`src/rtl/adc_seq_pkg.sv`:
```
package adc_seq_pkg;
  localparam int P_CH_W   = 5;
  localparam int P_SMP_W  = 3;
  localparam int P_RES_W  = 12;
  localparam int P_TRIG_N = 4;
  localparam int P_TSEL_W = $clog2(P_TRIG_N);
  localparam int P_REG_W  = P_CH_W + P_SMP_W;

  localparam logic [1:0] A_CTRL = 2'd0;
  localparam logic [1:0] A_CHAN = 2'd1;
  localparam logic [1:0] A_SMPT = 2'd2;
  localparam logic [1:0] A_STAT = 2'd3;

  localparam int B_EN   = 0;
  localparam int B_CONT = 1;
  localparam int B_XEN  = 2;
  localparam int B_XSEL = 3;
  localparam int B_DMA  = B_XSEL + P_TSEL_W;
  localparam int B_SWST = B_DMA + 1;

  typedef enum logic [1:0] {ST_IDLE, ST_SAMPLE, ST_CONVERT} seq_state_t;
endpackage

```
`src/rtl/adc_cfg_regs.sv`:
```
module adc_cfg_regs #(
  parameter int CH_W   = adc_seq_pkg::P_CH_W,
  parameter int SMP_W  = adc_seq_pkg::P_SMP_W,
  parameter int TSEL_W = adc_seq_pkg::P_TSEL_W,
  parameter int REG_W  = adc_seq_pkg::P_REG_W
) (
  input  logic              clk,
  input  logic              rst,
  input  logic              wr_en,
  input  logic [1:0]        wr_addr,
  input  logic [REG_W-1:0]  wr_data,
  input  logic              busy,
  input  logic              start_ack,
  input  logic              eoc_set,
  input  logic [CH_W-1:0]   rd_ch,
  output logic              en,
  output logic              cont,
  output logic              xen,
  output logic [TSEL_W-1:0] xsel,
  output logic              dma_en,
  output logic              sw_start,
  output logic              eoc,
  output logic [CH_W-1:0]   chan,
  output logic [SMP_W-1:0]  smp_code
);
  import adc_seq_pkg::*;
  localparam int N_CH = 1 << CH_W;

  logic [SMP_W-1:0] smp_tab [N_CH];
  logic wr_ctrl, wr_chan, wr_smpt, wr_stat;

  assign wr_ctrl = wr_en && (wr_addr == A_CTRL);
  assign wr_chan = wr_en && (wr_addr == A_CHAN);
  assign wr_smpt = wr_en && (wr_addr == A_SMPT);
  assign wr_stat = wr_en && (wr_addr == A_STAT);

  always_ff @(posedge clk) begin
    if (rst) begin
      en <= 1'b0; cont <= 1'b0; xen <= 1'b0; xsel <= '0;
      dma_en <= 1'b0; sw_start <= 1'b0; eoc <= 1'b0; chan <= '0;
    end else begin
      if (wr_ctrl) begin
        en     <= wr_data[B_EN];
        cont   <= wr_data[B_CONT];
        xen    <= wr_data[B_XEN];
        xsel   <= wr_data[B_XSEL +: TSEL_W];
        dma_en <= wr_data[B_DMA];
      end
      if (start_ack)
        sw_start <= 1'b0;
      else if (wr_ctrl && wr_data[B_SWST] && !busy)
        sw_start <= 1'b1;
      if (wr_chan)
        chan <= wr_data[CH_W-1:0];
      if (eoc_set)
        eoc <= 1'b1;
      else if (wr_stat && !wr_data[0])
        eoc <= 1'b0;
    end
  end

  // small table, no reset, written like a distributed RAM
  always_ff @(posedge clk) begin
    if (wr_smpt)
      smp_tab[wr_data[CH_W-1:0]] <= wr_data[CH_W +: SMP_W];
  end

  assign smp_code = smp_tab[rd_ch];
endmodule

```
`src/rtl/adc_trig_sel.sv`:
```
module adc_trig_sel #(
  parameter int TRIG_N = adc_seq_pkg::P_TRIG_N,
  parameter int TSEL_W = adc_seq_pkg::P_TSEL_W
) (
  input  logic              clk,
  input  logic              rst,
  input  logic [TRIG_N-1:0] ext_trig,
  input  logic              xen,
  input  logic [TSEL_W-1:0] xsel,
  output logic              xpulse
);
  logic [TRIG_N-1:0] prev;
  logic [TRIG_N-1:0] rise;

  always_ff @(posedge clk) begin
    if (rst) prev <= '0;
    else     prev <= ext_trig;
  end

  assign rise   = ext_trig & ~prev;
  assign xpulse = xen && rise[xsel];
endmodule

```
`src/rtl/adc_conv_seq.sv`:
```
module adc_conv_seq #(
  parameter int CH_W  = adc_seq_pkg::P_CH_W,
  parameter int SMP_W = adc_seq_pkg::P_SMP_W,
  parameter int RES_W = adc_seq_pkg::P_RES_W
) (
  input  logic             clk,
  input  logic             rst,
  input  logic             en,
  input  logic             cont,
  input  logic             go,
  input  logic             dma_en,
  input  logic [CH_W-1:0]  chan_cfg,
  input  logic [SMP_W-1:0] smp_code,
  input  logic             adc_done,
  input  logic [RES_W-1:0] adc_data,
  output logic             busy,
  output logic             start_ack,
  output logic             conv_end,
  output logic             adc_sample,
  output logic             adc_start,
  output logic [CH_W-1:0]  adc_chan,
  output logic [RES_W-1:0] result,
  output logic             dma_req
);
  import adc_seq_pkg::*;
  localparam int CNT_W = SMP_W + 2;

  seq_state_t       state;
  logic [CNT_W-1:0] cnt;
  logic [CNT_W-1:0] load;

  assign load       = {1'b0, smp_code, 1'b1};   // 2*code+1, phase = load+1 cycles
  assign busy       = (state != ST_IDLE);
  assign start_ack  = (state == ST_IDLE) && en && go;
  assign conv_end   = (state == ST_CONVERT) && adc_done;
  assign adc_sample = (state == ST_SAMPLE);

  always_ff @(posedge clk) begin
    if (rst) begin
      state     <= ST_IDLE;
      cnt       <= '0;
      adc_start <= 1'b0;
      adc_chan  <= '0;
      result    <= '0;
      dma_req   <= 1'b0;
    end else begin
      adc_start <= 1'b0;
      dma_req   <= 1'b0;
      case (state)
        ST_IDLE: begin
          if (start_ack) begin
            state    <= ST_SAMPLE;
            cnt      <= load;
            adc_chan <= chan_cfg;
          end
        end
        ST_SAMPLE: begin
          if (cnt == '0) begin
            state     <= ST_CONVERT;
            adc_start <= 1'b1;
          end else begin
            cnt <= cnt - 1'b1;
          end
        end
        ST_CONVERT: begin
          if (adc_done) begin
            result  <= adc_data;
            dma_req <= dma_en;
            if (en && cont) begin
              state    <= ST_SAMPLE;
              cnt      <= load;
              adc_chan <= chan_cfg;
            end else begin
              state <= ST_IDLE;
            end
          end
        end
        default: state <= ST_IDLE;
      endcase
    end
  end
endmodule

```
`src/rtl/adc_seq_ctrl.sv`:
```
module adc_seq_ctrl #(
  parameter int CH_W   = adc_seq_pkg::P_CH_W,
  parameter int SMP_W  = adc_seq_pkg::P_SMP_W,
  parameter int RES_W  = adc_seq_pkg::P_RES_W,
  parameter int TRIG_N = adc_seq_pkg::P_TRIG_N,
  parameter int TSEL_W = adc_seq_pkg::P_TSEL_W,
  parameter int REG_W  = adc_seq_pkg::P_REG_W
) (
  input  logic              clk,
  input  logic              rst,
  input  logic              wr_en,
  input  logic [1:0]        wr_addr,
  input  logic [REG_W-1:0]  wr_data,
  input  logic [TRIG_N-1:0] ext_trig,
  input  logic              adc_done,
  input  logic [RES_W-1:0]  adc_data,
  output logic              adc_sample,
  output logic              adc_start,
  output logic [CH_W-1:0]   adc_chan,
  output logic [RES_W-1:0]  dout,
  output logic              eoc,
  output logic              dma_req,
  output logic              sw_start
);
  logic              en, cont, xen, dma_en;
  logic [TSEL_W-1:0] xsel;
  logic [CH_W-1:0]   chan;
  logic [SMP_W-1:0]  smp_code;
  logic              busy, start_ack, conv_end, xpulse;

  adc_cfg_regs #(.CH_W(CH_W), .SMP_W(SMP_W), .TSEL_W(TSEL_W), .REG_W(REG_W)) i_cfg (
    .clk(clk), .rst(rst), .wr_en(wr_en), .wr_addr(wr_addr), .wr_data(wr_data),
    .busy(busy), .start_ack(start_ack), .eoc_set(conv_end), .rd_ch(chan),
    .en(en), .cont(cont), .xen(xen), .xsel(xsel), .dma_en(dma_en),
    .sw_start(sw_start), .eoc(eoc), .chan(chan), .smp_code(smp_code)
  );

  adc_trig_sel #(.TRIG_N(TRIG_N), .TSEL_W(TSEL_W)) i_trig (
    .clk(clk), .rst(rst), .ext_trig(ext_trig), .xen(xen), .xsel(xsel), .xpulse(xpulse)
  );

  adc_conv_seq #(.CH_W(CH_W), .SMP_W(SMP_W), .RES_W(RES_W)) i_seq (
    .clk(clk), .rst(rst), .en(en), .cont(cont), .go(sw_start || xpulse),
    .dma_en(dma_en), .chan_cfg(chan), .smp_code(smp_code),
    .adc_done(adc_done), .adc_data(adc_data),
    .busy(busy), .start_ack(start_ack), .conv_end(conv_end),
    .adc_sample(adc_sample), .adc_start(adc_start), .adc_chan(adc_chan),
    .result(dout), .dma_req(dma_req)
  );
endmodule

```
`config.mk`:
```
export PLATFORM = sky130hd
export DESIGN_NAME = adc_seq_ctrl
export DESIGN_NICKNAME = d
export VERILOG_FILES = /design/src/rtl/adc_seq_pkg.sv /design/src/rtl/adc_cfg_regs.sv /design/src/rtl/adc_trig_sel.sv /design/src/rtl/adc_conv_seq.sv /design/src/rtl/adc_seq_ctrl.sv
export SDC_FILE = /design/constraint.sdc
export NUM_CORES = 1
export LEC_CHECK = 0
export ABC_AREA = 1
export BUFFER_PORTS_ARGS = -buffer_cell sky130_fd_sc_hd__buf_2
export CORE_MARGIN = 2
export CORE_UTILIZATION = 51
export CTS_BUF_LIST = sky130_fd_sc_hd__clkbuf_2
export DETAILED_ROUTE_END_ITERATION = 12
export PLACE_DENSITY = 0.72
export SETUP_SLACK_MARGIN = 0.5
export SYNTH_ARGS = -nofsm -noshare
export SYNTH_HDL_FRONTEND = slang
export SYNTH_HIERARCHICAL = 1
export SYNTH_SLANG_ARGS = --single-unit
```
`constraint.sdc`:
```
create_clock -name clk -period 1.4 [get_ports clk]
set_input_delay 0.07 -clock clk [delete_from_list [all_inputs] [get_ports clk]]
set_output_delay 0.07 -clock clk [all_outputs]
set_load 0.02 [all_outputs]
```
# After elaboration in Yosys (flattened, before gate mapping)
# Memory sizes are Yosys's and may differ from the RTL's. A register that Yosys moved wholly into a read port is not among the register bits.
# Cells that the tools add are included.
dict set report word_totals {
  mem_count 1
  output_inout_bits 22
  inputBits 30
  wordCells 85
  ram_bits 96
  regBits 43
}
# memory depth word_bits rd rd_ports_with_merged_regs write_ports line_no
set memory_table {}
lappend memory_table {i_cfg.smp_tab 32 3 1 1 1 adc_cfg_regs.sv:29} ;# logic [SMP_W-1:0] smp_tab [N_CH];
dict set report classes {
  eq_ne 10
  mux 23
  reduce_logical 29
  magnitude_cmp 1
  bitwise 5
  n_addsub 1
}
# operator count
set ops {}
lappend ops {{$mux 5} 9}
lappend ops {{$pmux 5 s3} 1}
lappend ops {{$logic_and 1x1->1} 12}
lappend ops {{$pmux 5 s2} 1}
lappend ops {{$ne 2x2->1 const B} 4}
lappend ops {{$mux 1} 7}
lappend ops {{$eq 2x2->1 const B} 3}
lappend ops {{$mux 2} 3}
lappend ops {{$pmux 2 s3} 1}
lappend ops {{$reduce_bool 2->1} 3}
lappend ops {{$logic_not 5->1} 1}
lappend ops {{$reduce_and 5->1} 1}
lappend ops {{$sub 5x1->5 const B} 1}
lappend ops {{$and 4x4->4} 1}
lappend ops {{$eq 2x1->1 const B} 2}
lappend ops {{$logic_not 2->1} 2}
lappend ops {{$not 4->4} 1}
lappend ops {{$reduce_and 4->1} 1}
lappend ops {{$reduce_or 2->1} 2}
lappend ops {{$lt 2x3->1 const B} 1}
lappend ops {{$not 1->1} 3}
lappend ops {{$reduce_and 3->1} 1}
lappend ops {{$reduce_bool 3->1} 1}
lappend ops {{$reduce_or 3->1} 1}
lappend ops {{other kinds (5)} 6}

# Longest topological paths before layout
dict set report logic_depth {
  ltp_word 9
  ltp_mapped 15
  mapped_depth_nobuf 15
}

# By module
# Netlist, hierarchy kept.
# mod area_each_um2 seq_area_each_um2 n_inst cells_each
set by_module_without_submodules {}
lappend by_module_without_submodules {adc_cfg_regs 4531.8 3143.0 1 431}
lappend by_module_without_submodules {adc_conv_seq 1113.6 520.5 1 155}
lappend by_module_without_submodules {adc_trig_sel 166.4 80.1 1 25}
lappend by_module_without_submodules {adc_seq_ctrl 11.3 0.0 1 3}

# Least setup slack after synthesis
# Ideal clock, no wire load.
dict set report synth_path {
  kind {register to register}
  from {reg, netlist name i_cfg/chan[0]}
  to {reg i_seq.cnt[2]}
  path_slack_ns -0.093
  path_buffers 2
  setup_ns 0.113
  t_arrival_ns 1.381
  stages_incl_launch_ff 16
  required_ns 1.287
  synth_period_minus_slack_ns 1.493
  path_cell_list {dfxtp_1 > inv_2 > buf_4 > buf_2 > nand2_1 > nand3_1 > nand3_1 > nand2_1 > nand2_1 > nand2_1 > nand2_1 > nand2_1 > nand2_1 > o21ai_0 > nor2_1 > nor2_1}
}
# element line_no
set synth_lines {}
lappend synth_lines {{to (signal assigned)} adc_conv_seq.sv:53} ;# cnt <= load;
lappend synth_lines {{to (signal assigned)} adc_conv_seq.sv:62} ;# cnt <= cnt - 1'b1;
lappend synth_lines {{to (signal assigned)} adc_conv_seq.sv:71} ;# cnt <= load;
lappend synth_lines {{to (decl)} adc_conv_seq.sv:29} ;# logic [CNT_W-1:0] cnt;

# Final worst setup path
dict set report layout_path {
  from {reg i_cfg.xsel[0]}
  to {reg i_seq.cnt[1]}
}
dict set report layout_via {
  elab_chain_len 7
}
# element line_no
set layout_lines {}
lappend layout_lines {{from (decl)} adc_cfg_regs.sv:19} ;# output logic [TSEL_W-1:0] xsel,
lappend layout_lines {{from (signal assigned)} adc_cfg_regs.sv:46} ;# xsel <= wr_data[B_XSEL +: TSEL_W];
lappend layout_lines {{$bmux 1 s2} adc_trig_sel.sv:21} ;# assign xpulse = xen && rise[xsel];
lappend layout_lines {{$mux 1 (not written as such)} adc_trig_sel.sv:21}
lappend layout_lines {{$logic_and 1x1->1} adc_trig_sel.sv:21}
lappend layout_lines {{named net xpulse} adc_seq_ctrl.sv:29} ;# logic busy, start_ack, conv_end, xpulse;
lappend layout_lines {{$logic_or 1x1->1} adc_seq_ctrl.sv:43} ;# .clk(clk), .rst(rst), .en(en), .cont(cont), .go(sw_start || xpulse),
lappend layout_lines {{$logic_and 1x1->1} adc_conv_seq.sv:34} ;# assign start_ack = (state == ST_IDLE) && en && go;
lappend layout_lines {{$ne 2x2->1 (no source line)} n/a}
lappend layout_lines {{$reduce_and 5->1 (no source line)} n/a}
# The timed path passes the listed nets, and every way through them passes these cells. The select of a mux whose other input is x is not followed.
# A chain may end at the register's enable or synchronous reset.

==> flow_summary.ini <==
[placement]
placed_area_mm2 = 0.006800
io_buffer_count = 51
dp_slack_ns = -0.1558
dp.cells = 817
dpl.hpwl_mm = 9.108
gp_congestion = 0.8796

[power]
powerDensity_mw_per_mm2 = 1068
p_total_mw = 8.666
peakVddDrop_v = 0.0008375
p_leak_nw = 3.172

[cells_and_area]
final_area_mm2 = 0.008112
syn2layout_area_growth_pct = 39.30
nFillCells = 698
drive_gt1_share_pct = 36.28
final_util_pct = 71.96
nNetsFinal = 787
instances_no_fill = 913

[die]
die_w_um = 110.9
die_h_um = 110.9
die_area_mm2 = 0.01229
start_util_pct = 51.66
coreArea_mm2 = 0.01127
pin_count = 52
rows = 39

[routing]
drtPass1Iterations = 5
drt_wl_total_mm = 19.01
avgRoutedWirePerCell_um = 20.82
initialDrtViolationCount = 527
viasPerCell = 5.819
wl_met3_mm = 1.555
vias = 5313
wl_met1_mm = 6.677
ant_nets = 0
topRoutingLayerUsed = met4
drc = 0
wl_met2_mm = 9.481

[cts]
cts.sinks = 139
clk_latency_ns = 0.77
cts_made_buffers = 17
clockRootBuffer = clkbuf_2
cts_tree = done
cts_buffer_depth = 2
clk_pin_slew_ns = 0.20
ctsHtreeMaxLevel = 4

[timing]
fin_setup_tns_ns = -6.618
min_period_ns = 2.025
fmax_ghz = 0.4938
finalWorstSetupSlack_ns = -0.6253
tightest_slew_ns = 0.8436
finalMaxSlewViolations = 0
timing_hold_violations_final = 17
fin_skew_ns = 0.06505
rsz0062_at_grt = true
setup_viol = 16
fin_crit_sh_pct = 144.7
slew_headroom_pct = 43.57
holdWs_ns = -0.3936

[synthesis]
yosysMostFrequentCell = nand2_1
syn-instance-count = 614
synth_top_area_cell = edfxtp_1
avgSynthCellArea_um2 = 9.484
ys_seq_elements = 139
synth_top_area_share_pct = 49.51
ys_seq_area_share_pct = 64.29
synth_async_sr_flop_share_pct = 0
ys_types = 27
syn_nets = 645
synth-main-ff-cell = edfxtp_1
syn_area_mm2 = 0.005823
synth-edff-count = 96
netlist_top_cells_area = edfxtp_1 (50%), dfxtp_1 (15%), nand2_1 (12%), nand3_1 (8.0%), nor2_1 (4.3%)
synth_warnings = 6
synth_common_cells = nand2_1 (187), edfxtp_1 (96), nand3_1 (93)

[grt]
grt_pass1_wl_mm = 25.07
grt_pass1_vias = 5043
antenna_found_initial = 1
grt_usage_pct = 26.20
grt_max_degree = 39
overflow = 0

[critical_path]
arrival_ns = 2.63
cpPeakStageDelay_ns = 0.45
crit_path_max_fanout = 6
crit_path_end_kind = register
ff2ff_path_depth = 13
crit_chain = nand3_1 -> nand3_2 -> nand2_2 -> nor2_2 -> inv_1 -> nand2_1 -> nand2_2 -> nand2_2 -> nand2_2 -> nor2_4 -> nor2_4 -> nor2_1 -> nor2_1
worst_path_most_repeated_cell = nand2_2
slowest_stage = dfxtp_4
worstPathRequired_ns = 2.01
rrSetupSlack_ns = -0.63
critPathKind = register to register
cp-start-kind = register

[status]
violations = negative hold slack, negative setup slack
status = finished with violations

[worst_hold_path]
hold_depth = 2
hold_path.class = input port to register

[job]
maxCapViolCount = 0
layout make-up:
cell class | instances | area (µm²) | share of cell area [%]
antenna | 1 | 2.502 | 0.03085
multi-input combinational | 408 | 2328 | 28.71
timing repair inverter | 1 | 11.26 | 0.1388
tap | 143 | 178.9 | 2.206
clock buffer | 19 | 95.09 | 1.172
clock inverter | 13 | 176.4 | 2.175
timing repair buffer | 145 | 1343 | 16.55
sequential | 139 | 3791 | 46.74
inverter | 44 | 185.2 | 2.283
report_power, final:
| group | total (mW) | switching, mW | leakage, nW | internal (mW) |
|---|---|---|---|---|
| Sequential | 4.56 | 0.0804 | 1.23 | 4.48 |
| Combinational | 1.40 | 0.828 | 1.79 | 0.576 |
| Clock | 2.70 | 1.53 | 0.151 | 1.17 |
| Total | 8.67 | 2.44 | 3.17 | 6.23 |
state kept, by name, summed over array words and instances, names as in the netlist:
register         cells
i_cfg/chan           5
i_cfg/cont           1
i_cfg/dma_en         1
i_cfg/en             1
i_cfg/eoc            1
i_cfg/smp_tab       96
i_cfg/sw_start       1
i_cfg/xen            1
i_cfg/xsel           2
i_seq/adc_chan       5
i_seq/adc_start      1
i_seq/cnt            5
i_seq/dma_req        1
i_seq/result        12
i_seq/state          2
i_trig/prev          4
metal layers:
metal  track usage, %  up-vias
li1                 -     2337
met1            32.32     2507
met2            44.25      353
met3            5.631      116
met4            12.17        0
met5                0        -
cells in the final DEF (no fill, tap or decap), types with 3 or more instances in the layout:
cell type	instances
bufinv_16	4
edfxtp_1	96
inv_1	26
nand2_2	10
a21oi_2	11
clkbuf_2	19
nand2_4	15
clkinvlp_4	4
buf_2	29
buf_12	9
nor2_2	11
dfxtp_4	5
dlymetal6s4s_1	3
nand3_4	6
buf_4	41
nand2_1	166
dfxtp_2	23
o21ai_1	11
nor2_1	25
nand3_1	85
a21oi_1	13
nand3_2	4
dlygate4sd3_1	33
inv_2	13
nor2_4	32
dfxtp_1	15
o21ai_0	9
buf_6	29
timing repair:
| action | 4_1_cts | 5_1_grt |
|---|---|---|
| pin swaps | 11 | 17 |
| cloned | 2 | 0 |
| hold buffers | 35 | 6 |
| buffers inserted | 12 | 13 |
| resized for setup | 98 | 63 |
| hold endpoints to repair | 213 | 83 |
| setup endpoints to repair | 50 | 156 |
final timing paths:
| kind | to | from |
|---|---|---|
| min | i_seq/state[1] | rst |
| min reg2reg | i_seq/cnt[4] | i_seq/cnt[4] |
| max | i_seq/cnt[1] | i_cfg/xsel[0] |
| max reg2reg | i_seq/cnt[1] | i_cfg/xsel[0] |
critical path, delay by kind of cell (launching register included):
family	cells	cell delay (ns)
and+or+nand+nor	12	1.39
DFF	1	0.45
buffers and inverters	1	0.08
logic make-up after synthesis:
logic type	synth area share (%)
AND/OR/NAND/NOR	26.08
flip-flops	64.29
buffers and inverters	5.135
AO/OA/AOI/OAI	4.125
XOR/XNOR	0.1504
adder cells (fa/ha/maj)	0.2148
Note: power is estimated with default switching activity, not from simulation.
